<file path="src/rtl/xlat_pkg.sv">
package xlat_pkg;

    localparam int VA_W      = 32;
    localparam int OFS_W     = 12;
    localparam int VPN_W     = VA_W - OFS_W;
    localparam int PFN_W     = 20;
    localparam int ASID_W    = 8;
    localparam int SIZE_W    = 2;
    localparam int PERM_W    = 3;
    localparam int PA_W      = PFN_W + OFS_W;
    localparam int MID_SHIFT = 9;    // 2 MB page: low 9 page bits are offset
    localparam int BIG_SHIFT = 18;   // region: only top 2 page bits compared

    typedef enum logic [SIZE_W-1:0] {
        PG_4K   = 2'b00,
        PG_2M   = 2'b01,
        PG_1G   = 2'b10,
        PG_RSVD = 2'b11
    } pg_size_e;

    typedef enum logic [1:0] {
        ACC_RD   = 2'b00,
        ACC_WR   = 2'b01,
        ACC_EX   = 2'b10,
        ACC_RSVD = 2'b11
    } acc_e;

    typedef struct packed {
        logic                valid;
        logic [ASID_W-1:0]   asid;
        logic [VPN_W-1:0]    vpn;
        logic [PFN_W-1:0]    pfn;
        logic [SIZE_W-1:0]   size;
        logic [PERM_W-1:0]   perm;
    } xlat_ent_t;

    // ones mark page bits that take part in the compare / come from the frame
    function automatic logic [VPN_W-1:0] page_mask(input logic [SIZE_W-1:0] sz);
        logic [VPN_W-1:0] m;
        case (pg_size_e'(sz))
            PG_2M:   m = {VPN_W{1'b1}} << MID_SHIFT;
            PG_1G:   m = {VPN_W{1'b1}} << BIG_SHIFT;
            default: m = {VPN_W{1'b1}};
        endcase
        return m;
    endfunction

    function automatic logic acc_allowed(input logic [1:0] acc,
                                         input logic [PERM_W-1:0] perm);
        logic ok;
        case (acc_e'(acc))
            ACC_RD:  ok = perm[0];
            ACC_WR:  ok = perm[1];
            ACC_EX:  ok = perm[2];
            default: ok = 1'b0;
        endcase
        return ok;
    endfunction

endpackage

</file>
<file path="src/rtl/xlat_entry_cmp.sv">
module xlat_entry_cmp
    import xlat_pkg::*;
(
    input  xlat_ent_t          ent,
    input  logic [VPN_W-1:0]   va_vpn,
    input  logic [ASID_W-1:0]  asid,
    output logic               match
);
    logic [VPN_W-1:0] mask;
    logic             tag_eq;

    always_comb begin
        mask   = page_mask(ent.size);
        tag_eq = ((ent.vpn ^ va_vpn) & mask) == '0;
        match  = ent.valid && tag_eq && (ent.asid == asid);
    end
endmodule

</file>
<file path="src/rtl/xlat_first_set.sv">
module xlat_first_set #(
    parameter int N  = 16,
    localparam int IW = (N > 1) ? $clog2(N) : 1
) (
    input  logic [N-1:0]  vec,
    output logic          found,
    output logic [IW-1:0] idx
);
    always_comb begin
        found = 1'b0;
        idx   = '0;
        for (int i = N - 1; i >= 0; i--) begin
            if (vec[i]) begin
                found = 1'b1;
                idx   = IW'(i);
            end
        end
    end
endmodule

</file>
<file path="src/rtl/xlat_lru.sv">
module xlat_lru #(
    parameter int N  = 16,
    localparam int IW = (N > 1) ? $clog2(N) : 1
) (
    input  logic          clk,
    input  logic          rst_n,
    input  logic          touch_en,
    input  logic [IW-1:0] touch_idx,
    output logic [IW-1:0] victim_idx
);
    // age 0 = most recent, N-1 = least recent; ages always form a permutation
    typedef struct packed {
        logic [N-1:0][IW-1:0] age;
    } lru_st_t;

    lru_st_t st_d, st_q;

    always_comb begin
        st_d = st_q;
        if (touch_en) begin
            for (int i = 0; i < N; i++) begin
                if (IW'(i) == touch_idx)
                    st_d.age[i] = '0;
                else if (st_q.age[i] < st_q.age[touch_idx])
                    st_d.age[i] = st_q.age[i] + 1'b1;
            end
        end
    end

    always_comb begin
        victim_idx = '0;
        for (int i = 0; i < N; i++) begin
            if (st_q.age[i] == IW'(N - 1))
                victim_idx = IW'(i);
        end
    end

    always_ff @(posedge clk) begin
        if (!rst_n) begin
            for (int i = 0; i < N; i++)
                st_q.age[i] <= IW'(i);
        end else begin
            st_q <= st_d;
        end
    end
endmodule

</file>
<file path="src/rtl/xlat_cache.sv">
module xlat_cache
    import xlat_pkg::*;
#(
    parameter int NUM_ENTRIES = 16
) (
    input  logic               clk,
    input  logic               rst_n,
    input  logic               lk_valid,
    input  logic [VA_W-1:0]    lk_va,
    input  logic [ASID_W-1:0]  lk_asid,
    input  logic [1:0]         lk_acc,
    output logic               lk_hit,
    output logic               lk_miss,
    output logic               lk_fault,
    output logic [PA_W-1:0]    lk_pa,
    input  logic               fill_en,
    input  logic [VPN_W-1:0]   fill_vpn,
    input  logic [PFN_W-1:0]   fill_pfn,
    input  logic [ASID_W-1:0]  fill_asid,
    input  logic [SIZE_W-1:0]  fill_size,
    input  logic [PERM_W-1:0]  fill_perm,
    input  logic               inv_all,
    input  logic               inv_asid_en,
    input  logic [ASID_W-1:0]  inv_asid
);
    localparam int N  = NUM_ENTRIES;
    localparam int IW = (N > 1) ? $clog2(N) : 1;

    typedef struct packed {
        xlat_ent_t [N-1:0] ent;
    } cache_st_t;

    cache_st_t st_d, st_q;

    logic [VPN_W-1:0] va_vpn;
    logic [N-1:0]     match_vec;
    logic [N-1:0]     valid_vec;
    logic             hit_found;
    logic [IW-1:0]    hit_idx;
    logic             free_found;
    logic [IW-1:0]    free_idx;
    logic [IW-1:0]    victim_idx;
    logic [IW-1:0]    fill_idx;
    logic             touch_en;
    logic [IW-1:0]    touch_idx;
    xlat_ent_t        sel;
    logic [VPN_W-1:0] sel_mask;
    logic [PFN_W-1:0] out_pfn;
    logic             perm_ok;

    assign va_vpn = lk_va[VA_W-1:OFS_W];

    // parallel tag compare, one comparator per slot
    for (genvar g = 0; g < N; g++) begin : g_cmp
        xlat_entry_cmp u_cmp (
            .ent    (st_q.ent[g]),
            .va_vpn (va_vpn),
            .asid   (lk_asid),
            .match  (match_vec[g])
        );
        assign valid_vec[g] = st_q.ent[g].valid;
    end

    xlat_first_set #(.N(N)) u_hit_sel (
        .vec   (match_vec),
        .found (hit_found),
        .idx   (hit_idx)
    );

    xlat_first_set #(.N(N)) u_free_sel (
        .vec   (~valid_vec),
        .found (free_found),
        .idx   (free_idx)
    );

    xlat_lru #(.N(N)) u_lru (
        .clk        (clk),
        .rst_n      (rst_n),
        .touch_en   (touch_en),
        .touch_idx  (touch_idx),
        .victim_idx (victim_idx)
    );

    // lookup result path
    always_comb begin
        sel      = st_q.ent[hit_idx];
        sel_mask = page_mask(sel.size);
        out_pfn  = (sel.pfn & sel_mask) | (va_vpn & ~sel_mask);
        perm_ok  = acc_allowed(lk_acc, sel.perm);
        lk_hit   = lk_valid && hit_found && perm_ok;
        lk_fault = lk_valid && hit_found && !perm_ok;
        lk_miss  = lk_valid && !hit_found;
        lk_pa    = lk_hit ? {out_pfn, lk_va[OFS_W-1:0]} : '0;
    end

    // slot choice and recency update
    always_comb begin
        fill_idx  = free_found ? free_idx : victim_idx;
        touch_en  = fill_en || (lk_valid && hit_found);
        touch_idx = fill_en ? fill_idx : hit_idx;
    end

    // next state of the entry array
    always_comb begin
        st_d = st_q;
        for (int i = 0; i < N; i++) begin
            if (inv_all)
                st_d.ent[i].valid = 1'b0;
            else if (inv_asid_en && (st_q.ent[i].asid == inv_asid))
                st_d.ent[i].valid = 1'b0;
        end
        if (fill_en) begin
            st_d.ent[fill_idx].valid = 1'b1;
            st_d.ent[fill_idx].asid  = fill_asid;
            st_d.ent[fill_idx].vpn   = fill_vpn;
            st_d.ent[fill_idx].pfn   = fill_pfn;
            st_d.ent[fill_idx].size  = fill_size;
            st_d.ent[fill_idx].perm  = fill_perm;
        end
    end

    always_ff @(posedge clk) begin
        if (!rst_n)
            st_q <= '0;
        else
            st_q <= st_d;
    end
endmodule

</file>
<file path="config.mk">
export PLATFORM = sky130hd
export DESIGN_NAME = xlat_cache
export DESIGN_NICKNAME = d
export VERILOG_FILES = /design/src/rtl/xlat_pkg.sv /design/src/rtl/xlat_entry_cmp.sv /design/src/rtl/xlat_first_set.sv /design/src/rtl/xlat_lru.sv /design/src/rtl/xlat_cache.sv
export SDC_FILE = /design/constraint.sdc
export NUM_CORES = 2
export LEC_CHECK = 0
export CORE_MARGIN = 1.5
export CORE_UTILIZATION = 35
export DETAILED_ROUTE_END_ITERATION = 7
export SLEW_MARGIN = 15
export SYNTH_ARGS = -nofsm -noshare
export SYNTH_HDL_FRONTEND = slang
export SYNTH_HIERARCHICAL = 1
export SYNTH_SLANG_ARGS = --single-unit
</file>
<file path="constraint.sdc">
create_clock -name clk -period 11.3 [get_ports clk]
set_input_delay 2.26 -clock clk [delete_from_list [all_inputs] [get_ports clk]]
set_output_delay 2.26 -clock clk [all_outputs]
set_load 0.01 [all_outputs]
</file>
### Yosys cells after proc, flatten, opt, wreduce, memory -nomap -nowiden

Cells that the tools add are included.
Widths: inputs -> output; s select.

| word-level totals | value |
|---|---|
| input port bits | 109 |
| flip-flop bits (word level) | 928 |
| logic and storage cells | 576 |

| cells by class | value |
|---|---|
| magnitude comparators | 20 |
| bitwise logic cells | 37 |
| muxes and demuxes | 187 |
| equal/unequal tests | 98 |
| reduce and logical (&&, ||, !) cells | 106 |
| $add $sub $neg | 16 |

Operator list:

| cell | number |
|---|---|
| $bwmux 864 | 6 |
| $demux 54 s4 | 6 |
| $mux 864 | 1 |
| $pmux 18 s2 | 17 |
| $and 20x20->20 | 18 |
| $logic_not 20->1 | 16 |
| $xor 20x20->20 | 16 |
| $mux 4 | 75 |
| $eq 8x8->1 | 32 |
| $bmux 54 s4 | 1 |
| $mux 1 | 65 |
| $add 4x1->4 const B | 16 |
| $lt 4x4->1 | 16 |
| $eq 4x4->1 const B | 15 |
| $mux 54 | 1 |
| $logic_and 1x1->1 | 53 |
| $mux 53 | 1 |
| $mux 25 | 2 |
| $mux 45 | 1 |
| $eq 2x1->1 const B | 18 |
| $eq 2x2->1 const B | 18 |
| $eq 4x4->1 const A | 8 |
| $mux 32 | 1 |
| $reduce_and 2->1 | 16 |
| 18 further kinds | 45 |

### Depth between registers and ports, before layout

| logic depth | value |
|---|---|
| depth in word-level cells | 30 |
| gate-level depth with buffers | 27 |
| depth with buffers taken out | 20 |

### Cells and area by module

Netlist, hierarchy kept.

By module, submodules not included:

| module | instances | area an instance (um2) | seq. area each (um2) | cells an instance |
|---|---|---|---|---|
| xlat_cache | 1 | 37757.5 | 17296.6 | 4422 |
| xlat_lru | 1 | 5726.7 | 1281.2 | 681 |
| xlat_entry_cmp | 16 | 335.3 | 0.0 | 41 |
| xlat_first_set | 2 | 178.9 | 0.0 | 33 |

### Worst setup path before layout

OpenSTA, ideal clock, no wires.

| timing path | value |
|---|---|
| path kind | input to output |
| start point | input port lk_va[29] |
| end point | output port lk_pa[12] |
| stages | 18 |
| buffers on the path | 4 |
| arrival time | 6.452 ns |
| setup slack | 2.588 ns |
| cell sequence | xor2_1 nor4_1 a41oi_1 a2111oi_2 a21oi_1 o311a_2 o22ai_1 buf_6 buf_12 buf_4 mux4_2 mux4_2 ha_1 clkbuf_1 nor2b_1 a221oi_1 nand2_1 a21oi_2 |

RTL lines:

| what | line | text |
|---|---|---|
| from (decl) | xlat_cache.sv:9 | `input logic [VA_W-1:0] lk_va,` |
| $xor 20x20->20 * | xlat_entry_cmp.sv:14 | `tag_eq = ((ent.vpn ^ va_vpn) & mask) == '0;` |
| $and 20x20->20 * | xlat_entry_cmp.sv:14 |  |
| $logic_not 20->1 * | xlat_entry_cmp.sv:14 |  |
| $logic_and 1x1->1 * (2 in a row) | xlat_entry_cmp.sv:15 | `match = ent.valid && tag_eq && (ent.asid == asid);` |
| named net match_vec[13] | xlat_cache.sv:36 | `logic [N-1:0] match_vec;` |
| $mux 4 * (14 in a row) | xlat_first_set.sv:13 | `if (vec[i]) begin` |
| named net hit_idx[0] | xlat_cache.sv:39 | `logic [IW-1:0] hit_idx;` |
| $bmux 54 s4 * | xlat_cache.sv:86 | `sel = st_q.ent[hit_idx];` |
| $mux 25 (implied by the code) * | xlat_cache.sv:86 |  |
| $eq 2x2->1 or $eq 2x1->1 (tied branches) | xlat_pkg.sv:40 | `case (pg_size_e'(sz))` |
| $pmux 18 s2 | xlat_pkg.sv:40 |  |
| $not 20->20 | xlat_cache.sv:88 | `out_pfn = (sel.pfn & sel_mask) \| (va_vpn & ~sel_mask);` |
| $and 20x20->20 | xlat_cache.sv:88 |  |
| $or 20x20->20 | xlat_cache.sv:88 |  |
| $mux 32 * | xlat_cache.sv:93 | `lk_pa = lk_hit ? {out_pfn, lk_va[OFS_W-1:0]} : '0;` |
| to (decl) | xlat_cache.sv:15 | `output logic [PA_W-1:0] lk_pa,` |

Mark *: on every way through the listed nets, which the timed path passes. The rest lies on a longest branch. The select of a mux whose other input is x is not followed.

### Worst setup path after layout

| timing path | value |
|---|---|
| start point | input port lk_va[22] |
| end point | output port lk_pa[18] |

RTL lines:

| what | line |
|---|---|
| $xor 20x20->20 * | xlat_entry_cmp.sv:14 |
| $and 20x20->20 * | xlat_entry_cmp.sv:14 |
| $logic_not 20->1 * | xlat_entry_cmp.sv:14 |
| $logic_and 1x1->1 * (2 in a row) | xlat_entry_cmp.sv:15 |
| named net match_vec[7] | xlat_cache.sv:36 |
| $mux 4 * (8 in a row) | xlat_first_set.sv:13 |
| named net hit_idx[0] | xlat_cache.sv:39 |
| $bmux 54 s4 * | xlat_cache.sv:86 |
| $mux 25 (implied by the code) * | xlat_cache.sv:86 |
| $eq 2x2->1 or $eq 2x1->1 (tied branches) | xlat_pkg.sv:40 |
| $pmux 18 s2 | xlat_pkg.sv:40 |
| $not 20->20 | xlat_cache.sv:88 |
| $and 20x20->20 | xlat_cache.sv:88 |
| $or 20x20->20 | xlat_cache.sv:88 |
| $mux 32 * | xlat_cache.sv:93 |

Marks and branches as above.

==> metrics.txt <==
reg2reg setup slack between 3000 and 4000 ps; crit path kind input pin to output port; Site Rows around 140; Hold Buf Count CTS 0; WL final approximately 170000 um; Hold Path Class flop to flop; Max Clock Freq slightly above 90 MHz; Clock Path Buffers 3; pre-CTS setup slack ~410 ps; H-tree level count 3; routed len/inst 21.7 um; Via density roughly 5.4; TritonCTS Sinks around 930; Worst EP required about 9000 ps; RSZ-0062 raised after global routing false; hpwl dp just over 100000 um; #FFs+latches synth ~930; Ys Warns 6; Final Hold Viols 0; sequential area share after synthesis 0.378; total grt overflow 0; Clk pwr share 0.451; synthesis-to-layout area growth 13.3%; Routability Congestion around 0.89; Post-CTS Resized 0; Sw Share 0.268; TritonCTS Buffers about 110; crit-path max FO 9; # setup viols final 0; VDD IR-drop max between 0.0001 and 0.00015 V; Post-Syn Area between 40000 and 50000 um2; crit start category input pin; Internal Power approximately 5700 uW; Comb pwr share 0.115; leading cell type in the layout, fill and taps excluded nand2_1; Worst slew margin 0.169; syn avg cell area 8.45 um2; largest net degree at the start of global routing 232; WHS Path Cells 2; initial antenna violation count 12; setup bufs post-CTS 0; post-synth cell types between 90 and 100; top cell type's share of synthesized area 0.378; Pwr per Cell Area approximately 140 nW/um2; die area 143000 um2; chip width around 380 um; Final nets approximately 6k; highest-count cells in the layout ignoring fill and taps nand2_1 (1794), dfxtp_1 (928), a21boi_0 (599), xor2_1 (372), a21boi_1 (265); Initial Util 0.353; Worst Max-Slew Pin Slew between 1000 and 1500 ps; first-pass GRT wire length 251000 um; Syn Nets between 6k and 7k; Initial DRT Pass Iterations 6; DRC violations left 0; max_cap viols 0; Synth area leaders dfxtp_1 (38%), nand2_1 (14%), a21boi_0 (9.1%); Routed Antenna Nets 0; Final min period 10970 ps; Power Total between 7000 and 8000 uW; Async S/R FF share, synth 0; DIE HEIGHT 378 um; number of global-route vias before repair approximately 40k; period utilization 0.971; clk_skew 76.4 ps; total number of vias between 40k and 50k; CTS tree yes; setup TNS 0 ps; max-slew violations 0; Sequential Power Share 0.434; worst r2r dst u_lru/st_q[11]$_SDFFE_PN0P_; static leakage approximately 0.019 uW; share of cells above drive strength 1 0.0925; Placed Area 52100 um2; GRT Overall Usage 0.230; Worst Path Arrival around 8700 ps; predominant post-synthesis flop cell dfxtp_1; Clock Latency Late Sink 770 ps; core area about 140000 um2; Port Buf Inserts between 100 and 150; Mapped Cells approximately 5.8k; CTS clk-pin slew, worst paths ~50 ps; Synth area leader dfxtp_1; Reg2Reg Depth 22; NetSw ~2100 uW; Final WS setup approximately 330 ps; final instance area between 50000 and 60000 um2; DRT iter0 DRCs 3860; # IOs ~140; crit path capture type output port; status finished clean; root buffer cell clkbuf_16; EDFF count, synth 0
[cells by family (layout without fill, tap and decap cells)]
kind of cell | Yosys count | in the layout | share of synthesized area
compound gates | 1242 | 1242 | 0.192
xor+xnor | 583 | 583 | 0.104
fa+ha+maj | 81 | 81 | 0.0206
buf+inv | 522 | 533 | 0.0478
flops | 928 | 928 | 0.378
mux | 175 | 175 | 0.0631
other cells | 0 | 4 | 0
simple gates | 2294 | 2294 | 0.195
[per-layer routing]
layer / track usage / up-vias / share of wire
li1: - / 19557 / -
met1: 0.306 / 20462 / 0.44
met2: 0.377 / 1434 / 0.46
met3: 0.0379 / 341 / 0.071
met4: 0.0729 / 16 / 0.032
met5: 0 / - / 0.00054
[metrics by stage]
stage / hold WS (ps) / util / instances
3_3_place_gp: 437 / 0.374 / 7516
3_5_place_dp: 443 / 0.374 / 7516
2_1_floorplan: 430 / - / 5825
4_1_cts: 450 / 0.400 / 7712
5_1_grt: 465 / 0.400 / 7713
6_report: 450 / 0.400 / 7716
[power by group through the flow]
stage | logic (uW) | clock network, uW | registers (uW)
2_1_floorplan | 594 | 0 | 3440
3_3_place_gp | 877 | 0 | 3470
3_5_place_dp | 894 | 0 | 3470
4_1_cts | 898 | 3600 | 3400
5_1_grt | 987 | 3730 | 3410
6_report | 905 | 3540 | 3400
[cell type report]
class	count	area (um2)
Timing Repair Buffer	272	2510
Clock inverter	32	400
Sequential cell	928	18600
Inverter	65	244
Fill cell	13915	83800
Multi-Input combinational cell	4375	28500
Tap cell	1876	2350
Clock buffer	164	3210
Antenna cell	4	10.0
[cells in the mapped netlist (8+ instances only)]
cell type / number
a2111oi_0: 9
a2111oi_2: 18
a21boi_0: 599
a21boi_1: 265
a21oi_1: 46
a21oi_2: 30
a311o_1: 13
a31oi_1: 22
a41oi_1: 17
and3_1: 16
buf_1: 19
buf_2: 140
buf_4: 11
buf_6: 17
clkbuf_1: 266
dfxtp_1: 928
ha_1: 81
inv_1: 64
mux2i_1: 61
mux4_2: 103
nand2_1: 1810
nand2b_1: 22
nand3_1: 86
nand3b_1: 13
nand4_1: 62
nor2_1: 76
nor2_2: 12
nor2b_1: 19
nor3_1: 57
nor3b_1: 8
nor4_1: 64
o211ai_1: 30
o21a_1: 25
o21ai_0: 42
o22ai_1: 23
o31ai_1: 9
xnor2_1: 211
xor2_1: 372
[critical path, cell delays in order]
cell and delay [ps]:
clkdlybuf4s50_1 800, buf_4 390, xor2_1 120, nor3_1 210, a41oi_1 200, a2111oi_2 540, nor2_1 190, nand2_1 120
nand3_1 130, o22ai_4 440, mux4_2 570, mux4_2 530, ha_1 510, or3b_2 570, o22ai_1 170, a31oi_1 70
o211ai_1 150, a21oi_2 50, clkdlybuf4s50_1 660
[how the worst max path moves through the flow]
stage | start | end | slack (ps) | cells after the start
4_1_cts | lk_va[22] | lk_pa[12] | 380 | 19
6_report | lk_va[22] | lk_pa[18] | 330 | 19
5_1_grt | lk_va[20] | lk_pa[18] | 230 | 18
2_1_floorplan | lk_va[29] | lk_pa[12] | 2590 | 18
3_5_place_dp | lk_va[22] | lk_pa[12] | 410 | 19
3_3_place_gp | lk_va[22] | lk_pa[12] | 430 | 19
No activity file was read; power rests on OpenSTA's default activity.
